<file path="src/rtl/wt_pkg.sv">
package wt_pkg;

    typedef enum logic [1:0] {
        MODE_NORMAL = 2'b00,
        MODE_PCPWM  = 2'b01,
        MODE_CTC    = 2'b10,
        MODE_FAST   = 2'b11
    } wt_mode_e;

    typedef enum logic [1:0] {
        COM_OFF    = 2'b00,
        COM_TOGGLE = 2'b01,
        COM_CLEAR  = 2'b10,
        COM_SET    = 2'b11
    } wt_com_e;

    typedef enum logic [1:0] {
        ACT_HOLD,
        ACT_TOGGLE,
        ACT_CLEAR,
        ACT_SET
    } wt_act_e;

    typedef enum logic {
        DIR_UP,
        DIR_DOWN
    } wt_dir_e;

    function automatic logic is_pwm(input wt_mode_e m);
        return (m == MODE_PCPWM) || (m == MODE_FAST);
    endfunction

    // action for a plain compare event in the non-PWM modes
    function automatic wt_act_e com_to_act(input wt_com_e c);
        wt_act_e a;
        unique case (c)
            COM_OFF:    a = ACT_HOLD;
            COM_TOGGLE: a = ACT_TOGGLE;
            COM_CLEAR:  a = ACT_CLEAR;
            COM_SET:    a = ACT_SET;
        endcase
        return a;
    endfunction

endpackage

</file>
<file path="src/rtl/wt_counter.sv">
module wt_counter
    import wt_pkg::*;
#(
    parameter int W = 8
) (
    input  logic         clk,
    input  logic         rst_n,
    input  logic         tick,
    input  wt_mode_e     mode,
    input  logic [W-1:0] cmp_active,
    output logic [W-1:0] cnt,
    output wt_dir_e      dir,
    output logic         evt_match,
    output logic         evt_max,
    output logic         evt_ovf
);

    localparam logic [W-1:0] CNT_MAX  = '1;
    localparam logic [W-1:0] CNT_ZERO = '0;
    localparam logic [W-1:0] CNT_ONE  = {{(W-1){1'b0}}, 1'b1};

    wt_dir_e      dir_q, dir_d;
    logic [W-1:0] cnt_q, cnt_d;

    // state register: direction machine and count
    always_ff @(posedge clk or negedge rst_n) begin
        if (!rst_n) begin
            dir_q <= DIR_UP;
            cnt_q <= CNT_ZERO;
        end else begin
            dir_q <= dir_d;
            cnt_q <= cnt_d;
        end
    end

    // next state
    always_comb begin
        cnt_d = cnt_q;
        dir_d = (mode == MODE_PCPWM) ? dir_q : DIR_UP;   // park
        if (tick) begin
            unique case (mode)
                MODE_NORMAL, MODE_FAST: cnt_d = cnt_q + CNT_ONE;
                MODE_CTC: cnt_d = (cnt_q == cmp_active) ? CNT_ZERO : cnt_q + CNT_ONE;
                MODE_PCPWM: begin
                    unique case (dir_q)
                        DIR_UP: begin
                            if (cnt_q == CNT_MAX) begin       // turn-down
                                cnt_d = CNT_MAX - CNT_ONE;
                                dir_d = DIR_DOWN;
                            end else begin
                                cnt_d = cnt_q + CNT_ONE;
                            end
                        end
                        DIR_DOWN: begin
                            if (cnt_q == CNT_ZERO) begin      // turn-up
                                cnt_d = CNT_ONE;
                                dir_d = DIR_UP;
                            end else begin
                                cnt_d = cnt_q - CNT_ONE;
                            end
                        end
                    endcase
                end
            endcase
        end
    end

    // event outputs
    always_comb begin
        evt_match = tick && (cnt_q == cmp_active);
        evt_max   = tick && (cnt_q == CNT_MAX);
        evt_ovf   = tick && ((mode == MODE_PCPWM) ? (cnt_q == CNT_ZERO) : (cnt_q == CNT_MAX));
    end

    assign cnt = cnt_q;
    assign dir = dir_q;

    p_hold_no_tick_r1: assert property (@(posedge clk) disable iff (!rst_n)
        !tick |=> $stable(cnt_q));

    p_ctc_clear_r2: assert property (@(posedge clk) disable iff (!rst_n)
        (tick && mode == MODE_CTC && cnt_q == cmp_active) |=> (cnt_q == CNT_ZERO));

    p_pc_turn_r3: assert property (@(posedge clk) disable iff (!rst_n)
        (tick && mode == MODE_PCPWM && dir_q == DIR_UP && cnt_q == CNT_MAX)
        |=> (cnt_q == CNT_MAX - CNT_ONE && dir_q == DIR_DOWN));

    p_pc_floor_r3: assert property (@(posedge clk) disable iff (!rst_n)
        (tick && mode == MODE_PCPWM && dir_q == DIR_DOWN && cnt_q == CNT_ZERO)
        |=> (cnt_q == CNT_ONE && dir_q == DIR_UP));

endmodule

</file>
<file path="src/rtl/wt_compare.sv">
module wt_compare
    import wt_pkg::*;
#(
    parameter int W = 8
) (
    input  logic         clk,
    input  logic         rst_n,
    input  logic         pwm,
    input  logic         load,
    input  logic         cmp_we,
    input  logic [W-1:0] cmp_wdata,
    output logic [W-1:0] cmp_active
);

    logic [W-1:0] buf_q, act_q;

    always_ff @(posedge clk or negedge rst_n) begin
        if (!rst_n) begin
            buf_q <= '0;
            act_q <= '0;
        end else begin
            if (cmp_we) begin
                buf_q <= cmp_wdata;
            end
            if (cmp_we && !pwm) begin
                act_q <= cmp_wdata;
            end else if (pwm && load) begin
                act_q <= buf_q;
            end
        end
    end

    assign cmp_active = act_q;

    p_pwm_hold_r4: assert property (@(posedge clk) disable iff (!rst_n)
        (pwm && !load) |=> $stable(act_q));

    p_direct_write_r4: assert property (@(posedge clk) disable iff (!rst_n)
        (cmp_we && !pwm) |=> (act_q == $past(cmp_wdata)));

endmodule

</file>
<file path="src/rtl/wt_wave.sv">
module wt_wave
    import wt_pkg::*;
(
    input  logic     clk,
    input  logic     rst_n,
    input  wt_mode_e mode,
    input  wt_com_e  com,
    input  wt_dir_e  dir,
    input  logic     evt_match,
    input  logic     evt_max,
    input  logic     force_req,
    input  wt_com_e  force_com,
    output logic     wave
);

    wt_act_e act;
    logic    wave_q;

    always_comb begin
        act = ACT_HOLD;
        if (force_req) begin
            act = com_to_act(force_com);
        end else begin
            unique case (mode)
                MODE_NORMAL, MODE_CTC: begin
                    if (evt_match) act = com_to_act(com);
                end
                MODE_FAST: begin
                    if (evt_max) begin
                        if (com == COM_CLEAR)    act = ACT_SET;
                        else if (com == COM_SET) act = ACT_CLEAR;
                    end else if (evt_match) begin
                        if (com == COM_CLEAR)    act = ACT_CLEAR;
                        else if (com == COM_SET) act = ACT_SET;
                    end
                end
                MODE_PCPWM: begin
                    if (evt_match) begin
                        if (com == COM_CLEAR)    act = (dir == DIR_UP) ? ACT_CLEAR : ACT_SET;
                        else if (com == COM_SET) act = (dir == DIR_UP) ? ACT_SET : ACT_CLEAR;
                    end
                end
            endcase
        end
    end

    always_ff @(posedge clk or negedge rst_n) begin
        if (!rst_n) begin
            wave_q <= 1'b0;
        end else begin
            unique case (act)
                ACT_HOLD:   wave_q <= wave_q;
                ACT_TOGGLE: wave_q <= ~wave_q;
                ACT_CLEAR:  wave_q <= 1'b0;
                ACT_SET:    wave_q <= 1'b1;
            endcase
        end
    end

    assign wave = wave_q;

    p_fast_bottom_r8: assert property (@(posedge clk) disable iff (!rst_n)
        (!force_req && mode == MODE_FAST && com == COM_CLEAR && evt_max) |=> wave_q);

    p_force_set_r10: assert property (@(posedge clk) disable iff (!rst_n)
        (force_req && force_com == COM_SET) |=> wave_q);

    p_force_clear_r10: assert property (@(posedge clk) disable iff (!rst_n)
        (force_req && force_com == COM_CLEAR) |=> !wave_q);

endmodule

</file>
<file path="src/rtl/wavetimer8.sv">
module wavetimer8
    import wt_pkg::*;
#(
    parameter int W = 8
) (
    input  logic         clk,
    input  logic         rst_n,
    input  logic         tick,
    input  logic         ctl_we,
    input  logic [1:0]   ctl_mode,
    input  logic [1:0]   ctl_com,
    input  logic         ctl_force,
    input  logic         cmp_we,
    input  logic [W-1:0] cmp_wdata,
    output logic [W-1:0] count,
    output logic         wave,
    output logic         wave_oe,
    output logic         ovf_pulse,
    output logic         match_pulse
);

    wt_mode_e     mode_q;
    wt_com_e      com_q;
    wt_mode_e     wr_mode;
    wt_com_e      wr_com;
    wt_dir_e      dir;
    logic [W-1:0] cmp_active;
    logic [W-1:0] cnt;
    logic         evt_match, evt_max, evt_ovf;
    logic         force_req;
    logic         ovf_q, match_q;

    assign wr_mode = wt_mode_e'(ctl_mode);
    assign wr_com  = wt_com_e'(ctl_com);

    always_ff @(posedge clk or negedge rst_n) begin
        if (!rst_n) begin
            mode_q <= MODE_NORMAL;
            com_q  <= COM_OFF;
        end else if (ctl_we) begin
            mode_q <= wr_mode;
            com_q  <= wr_com;
        end
    end

    assign force_req = ctl_we && ctl_force && !is_pwm(wr_mode);

    wt_counter #(.W(W)) u_counter (
        .clk        (clk),
        .rst_n      (rst_n),
        .tick       (tick),
        .mode       (mode_q),
        .cmp_active (cmp_active),
        .cnt        (cnt),
        .dir        (dir),
        .evt_match  (evt_match),
        .evt_max    (evt_max),
        .evt_ovf    (evt_ovf)
    );

    wt_compare #(.W(W)) u_compare (
        .clk        (clk),
        .rst_n      (rst_n),
        .pwm        (is_pwm(mode_q)),
        .load       (evt_max),
        .cmp_we     (cmp_we),
        .cmp_wdata  (cmp_wdata),
        .cmp_active (cmp_active)
    );

    wt_wave u_wave (
        .clk        (clk),
        .rst_n      (rst_n),
        .mode       (mode_q),
        .com        (com_q),
        .dir        (dir),
        .evt_match  (evt_match),
        .evt_max    (evt_max),
        .force_req  (force_req),
        .force_com  (wr_com),
        .wave       (wave)
    );

    always_ff @(posedge clk or negedge rst_n) begin
        if (!rst_n) begin
            ovf_q   <= 1'b0;
            match_q <= 1'b0;
        end else begin
            ovf_q   <= evt_ovf;
            match_q <= evt_match;
        end
    end

    assign count       = cnt;
    assign wave_oe     = (com_q != COM_OFF);
    assign ovf_pulse   = ovf_q;
    assign match_pulse = match_q;

    p_ovf_after_tick_r5: assert property (@(posedge clk) disable iff (!rst_n)
        ovf_pulse |-> $past(tick));

    p_match_after_tick_r6: assert property (@(posedge clk) disable iff (!rst_n)
        match_pulse |-> $past(tick));

    p_pwm_force_ignored_r11: assert property (@(posedge clk) disable iff (!rst_n)
        (ctl_we && ctl_force && is_pwm(wr_mode) && !tick) |=> $stable(wave));

    p_oe_follows_r12: assert property (@(posedge clk) disable iff (!rst_n)
        ctl_we |=> (wave_oe == ($past(ctl_com) != 2'b00)));

endmodule

</file>
<file path="config.mk">
export PLATFORM = sky130hd
export DESIGN_NAME = wavetimer8
export DESIGN_NICKNAME = d
export VERILOG_FILES = /design/src/rtl/wt_pkg.sv /design/src/rtl/wt_counter.sv /design/src/rtl/wt_compare.sv /design/src/rtl/wt_wave.sv /design/src/rtl/wavetimer8.sv
export SDC_FILE = /design/constraint.sdc
export NUM_CORES = 1
export LEC_CHECK = 0
export BUFFER_PORTS_ARGS = -buffer_cell sky130_fd_sc_hd__buf_2
export CAP_MARGIN = 30
export CORE_MARGIN = 2
export CORE_UTILIZATION = 35
export CTS_CLUSTER_SIZE = 28
export DETAILED_ROUTE_END_ITERATION = 10
export SYNTH_ARGS = -nofsm -noshare
export SYNTH_HDL_FRONTEND = slang
export SYNTH_SLANG_ARGS = --single-unit
</file>
<file path="constraint.sdc">
create_clock -name clk -period 2.52 [get_ports clk]
set_input_delay 0.126 -clock clk [delete_from_list [all_inputs] [get_ports clk]]
set_output_delay 0.126 -clock clk [all_outputs]
set_load 0.02 [all_outputs]
</file>
After elaboration in Yosys (flattened, before gate mapping)
Cells that the tools add are included. W data, S select, Z words.

$add $sub $neg: 2. Equality and inequality tests: 16. Multiplexer cells: 31. Bitwise gates (word level): 2. Reductions and logical operators: 20.

Operator list (number): $mux W8 (5); $pmux W8 S3 (1); $mux W2 (11); $eq A2 B2 Y1 const B (9); $pmux W2 S4 (2); $pmux W8 S2 (1); $eq A2 B1 Y1 const B (5); $add A8 B1 Y8 const B (1); $eq A8 B8 Y1 (1); $eq A8 B8 Y1 const B (1); $logic_not A2 Y1 (4); $logic_not A8 Y1 (1); $mux W1 (8); $sub A8 B1 Y8 const B (1); $logic_and A1 B1 Y1 (7); $pmux W2 S3 (1); $reduce_bool A2 Y1 (2); $reduce_or A2 Y1 (2); $pmux W1 S3 (1); $logic_not A1 Y1 (2); $logic_or A1 B1 Y1 (2); $not A1 Y1 (2); $pmux W1 S2 (1).

Register bits: 32. Bits of input ports: 18.

Depth between registers and ports, before layout
Word-level depth: 9. Depth in mapped cells: 8. Depth with buffers taken out: 8.

By module
From an unflattened synthesis, not the netlist that was laid out.

Cells, all modules: 214. Area, all modules: 2178.3 um^2.

By module, submodules not included: wt_counter (times used 1, cells each 134, area each 1046.0 um^2, sequential area each 225.2 um^2); wt_compare (times used 1, cells each 52, area each 779.5 um^2, sequential area each 400.4 um^2); wavetimer8 (times used 1, cells each 13, area each 215.2 um^2, sequential area each 150.1 um^2); wt_wave (times used 1, cells each 15, area each 137.6 um^2, sequential area each 25.0 um^2).

Least setup slack after synthesis
No wires, ideal clock.

Kind: register to register. Start point: reg u_counter.cnt_q[1] (netlist: u_counter.cnt[1]). End point: reg u_compare.act_q[3] (netlist: u_compare.cmp_active[3]). Library setup time: 0.126 ns. Arrival time: 1.981 ns. Data required time: 2.394 ns. Slack: 0.413 ns. Stages on the path, launching flop included: 8. Buffers on the path: 1. Period minus slack after synthesis: 2.107 ns. Cell sequence: dfrtp_1 > ha_1 > nand4_1 > nor3_1 > o21a_1 > buf_2 > nor3b_1 > a221o_1.

Longest elaborated chain between the ends: 4.

RTL lines: from (decl) (RTL line wt_counter.sv:23) `logic [W-1:0] cnt_q, cnt_d;`; from (signal assigned) (RTL line wt_counter.sv:32) `cnt_q <= cnt_d;`; $eq A8 B8 Y1 (RTL line wt_counter.sv:71) `evt_max = tick && (cnt_q == CNT_MAX);`; $logic_and A1 B1 Y1 (RTL line wt_counter.sv:71); $logic_and A1 B1 Y1 (RTL line wt_compare.sv:27) `end else if (pwm && load) begin`; $reduce_bool A2 Y1 (no source line); to (signal assigned) (RTL line wt_compare.sv:26) `act_q <= cmp_wdata;`; to (signal assigned) (RTL line wt_compare.sv:28) `act_q <= buf_q;`; to (decl) (RTL line wt_compare.sv:15) `logic [W-1:0] buf_q, act_q;`.

Every way passes these cells. A chain may end at the register's enable or synchronous reset.

Worst setup path in the final report
Ends and elaborated chain as after synthesis.

==> results.toml <==
[outcome]
status = "finished clean"

[synthesis]
synth_ff_type = "dfrtp_1"
ys_types = 45
ys_seq_elements = 32
ys_async_sr_fraction_pct = 100.0
yosysTopAreaCellShare_pct = 39.22
synth_cells = 216
synth_area_um2 = 2042
ys_warn_count = 0
synth.area.top_cells = "dfrtp_1 (39%), mux2_2 (6.1%), mux2i_1 (5.9%)"
synth_seq_area_share_pct = 39.22
avgSynthCellArea_um2 = 9.454
yosysTopAreaCell = "dfrtp_1"
synth_edf_count = 0
synthesis.nets = 240

[worst_setup_path]
crit_chain = "ha_1, nand4_1, nor3_1, o21a_1, nor3b_1, a221o_1"
crit_type = "reg -> reg"
r2r-end = "u_compare.cmp_active[3]$_DFFE_PN0P_"
reg2reg_depth = 6
cpMaxStageDelayCell = "dfrtp_1"
cp_num_buf_inv = 0
r2r_start = "u_counter.cnt[1]$_DFFE_PN0P_"
cp_max_fo = 9
cp-startpoint = "u_counter.cnt[1]$_DFFE_PN0P_"
slowest_delay_ns = 0.52
startpoint_type = "flop"
reg2reg_setup_slack_ns = 0.22
cp-end-kind = "flop"
required_ns = 2.70
cp_top_family = "compound AO/OA/AOI/OAI gates"
arrival_ns = 2.47

[pwr]
leakage_uw = 0.001032
peakVddDrop_v = 0.0003687
p_per_area_nw_per_um2 = 894.7

[die]
core_um2 = 5574
num_rows = 27
die_area_um2 = 6461
initial_core_util_pct = 36.63
die_w_um = 80.38
fp.dieH_um = 80.38
num_io_pins = 30

[timing]
hold_ws_ns = 0.04777
rsz0062_at_grt = "no"
slew_violations = 0
fin_ws_ns = 0.2211
final.period_utilization_pct = 91.22
timing.final.crit_period_ns = 2.299
fin_skew_ns = 0.008454
fin_tns_setup_ns = 0
hold_viol = 0
worst_pin_slew_ns = 0.7344
finalSetupViolCount = 0
slew_headroom_pct = 51.04
fmax_mhz = 435.0

[grt]
grt_pass1_wl_um = 7631
overflow = 0
grt_pass1_vias = 1532
track_usage_pct = 15.38
antenna_found_initial = 0
grt_max_degree = 33

[layout]
final_cell_mix = "dfrtp_1 (32), buf_2 (29), nand2_1 (23), xnor2_1 (13), a21oi_1 (13)"
drive_gt1_share_pct = 24.90
final_common_cell = "dfrtp_1"
area_growth_pct = 17.10
utilization_pct = 42.90
antenna-diode-count = 0
final_nets = 272

[drt]
wl_per_cell_um = 13.99
dr.first_iter.drc_count = 100
wl_um = 4492
drc = 0
drt_pass1_iterations = 4
vias = 1592
avgViaCountPerCell = 4.960
antenna_left = 0

[placement]
gp_congestion = 0.8561
dp_hpwl_um = 3218
port_buffers = 29
post-place-ws_ns = 0.2126

[min_path]
min-delay-path-class = "in -> reg"
holdPathEnd = "u_compare.cmp_active[5]$_DFFE_PN0P_"
hold_depth = 3
hold_start = "cmp_wdata[5]"

[run]
drv_cap = 0

[clock_network]
clock-sinks = 32
cts_root_buf = "clkbuf_8"
cts_inserted_buffers = 5
clk_pin_slew_ns = 0.08
insertion_delay_ns = 0.29
cts_tree = "built"
htree_levels = 2
clk_path_buf_depth = 2
worst max-delay path by stage:
stage                                          end  slack (ns)  cells after the start
2_1_floorplan  u_compare.cmp_active[3]$_DFFE_PN0P_        0.41                      7
3_3_place_gp   u_compare.cmp_active[3]$_DFFE_PN0P_        0.19                      6
3_5_place_dp   u_compare.cmp_active[3]$_DFFE_PN0P_        0.21                      6
4_1_cts        u_compare.cmp_active[3]$_DFFE_PN0P_        0.20                      6
5_1_grt        u_compare.cmp_active[3]$_DFFE_PN0P_        0.03                      6
6_report       u_compare.cmp_active[3]$_DFFE_PN0P_        0.22                      6
sequential cells by signal (all words and copies together), names as in the netlist:
name,count
com_q,2
match_pulse,1
mode_q,2
ovf_pulse,1
u_compare.buf_q,8
u_compare.cmp_active,8
u_counter.cnt,8
u_counter.dir,1
u_wave.wave,1
area by class of cell:
class | instances | area [um2]
Inverter | 10 | 37.54
Multi-Input combinational cell | 162 | 1144
Fill cell | 561 | 3183
Clock buffer | 5 | 68.82
Sequential cell | 32 | 800.8
Tap cell | 72 | 90.09
Clock inverter | 3 | 42.54
Timing Repair Buffer | 37 | 207.7
where the power goes:
part / leakage (uW) / internal [uW] / switching (uW)
clock: 0.0000541 / 293 / 210
sequential: 0.000387 / 620 / 190
combinational: 0.000591 / 394 / 433
total: 0.00103 / 1310 / 833
through the flow:
stage | instance area [um2] | power [uW] | instances
floorplan | 2042 | 1431 | 216
global placement | 2270 | 1641 | 312
detailed placement | 2270 | 1654 | 312
CTS | 2391 | 2162 | 321
global route | 2391 | 2313 | 321
finish | 2391 | 2139 | 321
synthesized netlist by cell type (all sizes together) (2+ instances only):
library cell and instances:
and2 2, buf 7, nand2 23, nor2b 7, nor3b 6, ha 6, xnor2 13, or3 2
o21ai 16, nor4b 2, o221ai 2, nor3 3, nand3 5, mux2 11, xor2 2, clkbuf 5
mux2i 12, dfrtp 32, and3 2, a21oi 13, inv 10, nand4 3, nor2 11, nand2b 2
o22ai 2, o21a 2
worst reg2reg max path, stage by stage (launching register included):
cell and delay [ns]:
dfrtp_1 0.52, ha_1 0.28, nand4_1 0.18, nor3_1 0.36, o21a_1 0.48, nor3b_1 0.10
a221o_1 0.27
cells by family after synthesis:
kind of cell    after synthesis  share of synthesized area, %
xor+xnor                     15                         6.434
flops                        32                         39.22
compound gates               46                         14.28
mux                          23                         11.95
simple gates                 72                         19.67
fa+ha+maj                     6                         3.676
buf+inv                      22                         4.780
per-layer routing:
metal	vias up	GRT usage [%]	routed length [um]
met3	5	4.045	158
met2	30	23.33	1997
li1	813	-	-
met4	0	3.559	37
met5	-	0	0
met1	744	21.83	2299
repair_timing:
action                                  CTS  global route
resized for setup                         0             0
endpoints found under the setup margin    0             0
hold endpoints to repair                 32             0
buffers inserted                          0             0
hold buffers                              1             0
No activity file was read; power rests on OpenSTA's default activity.
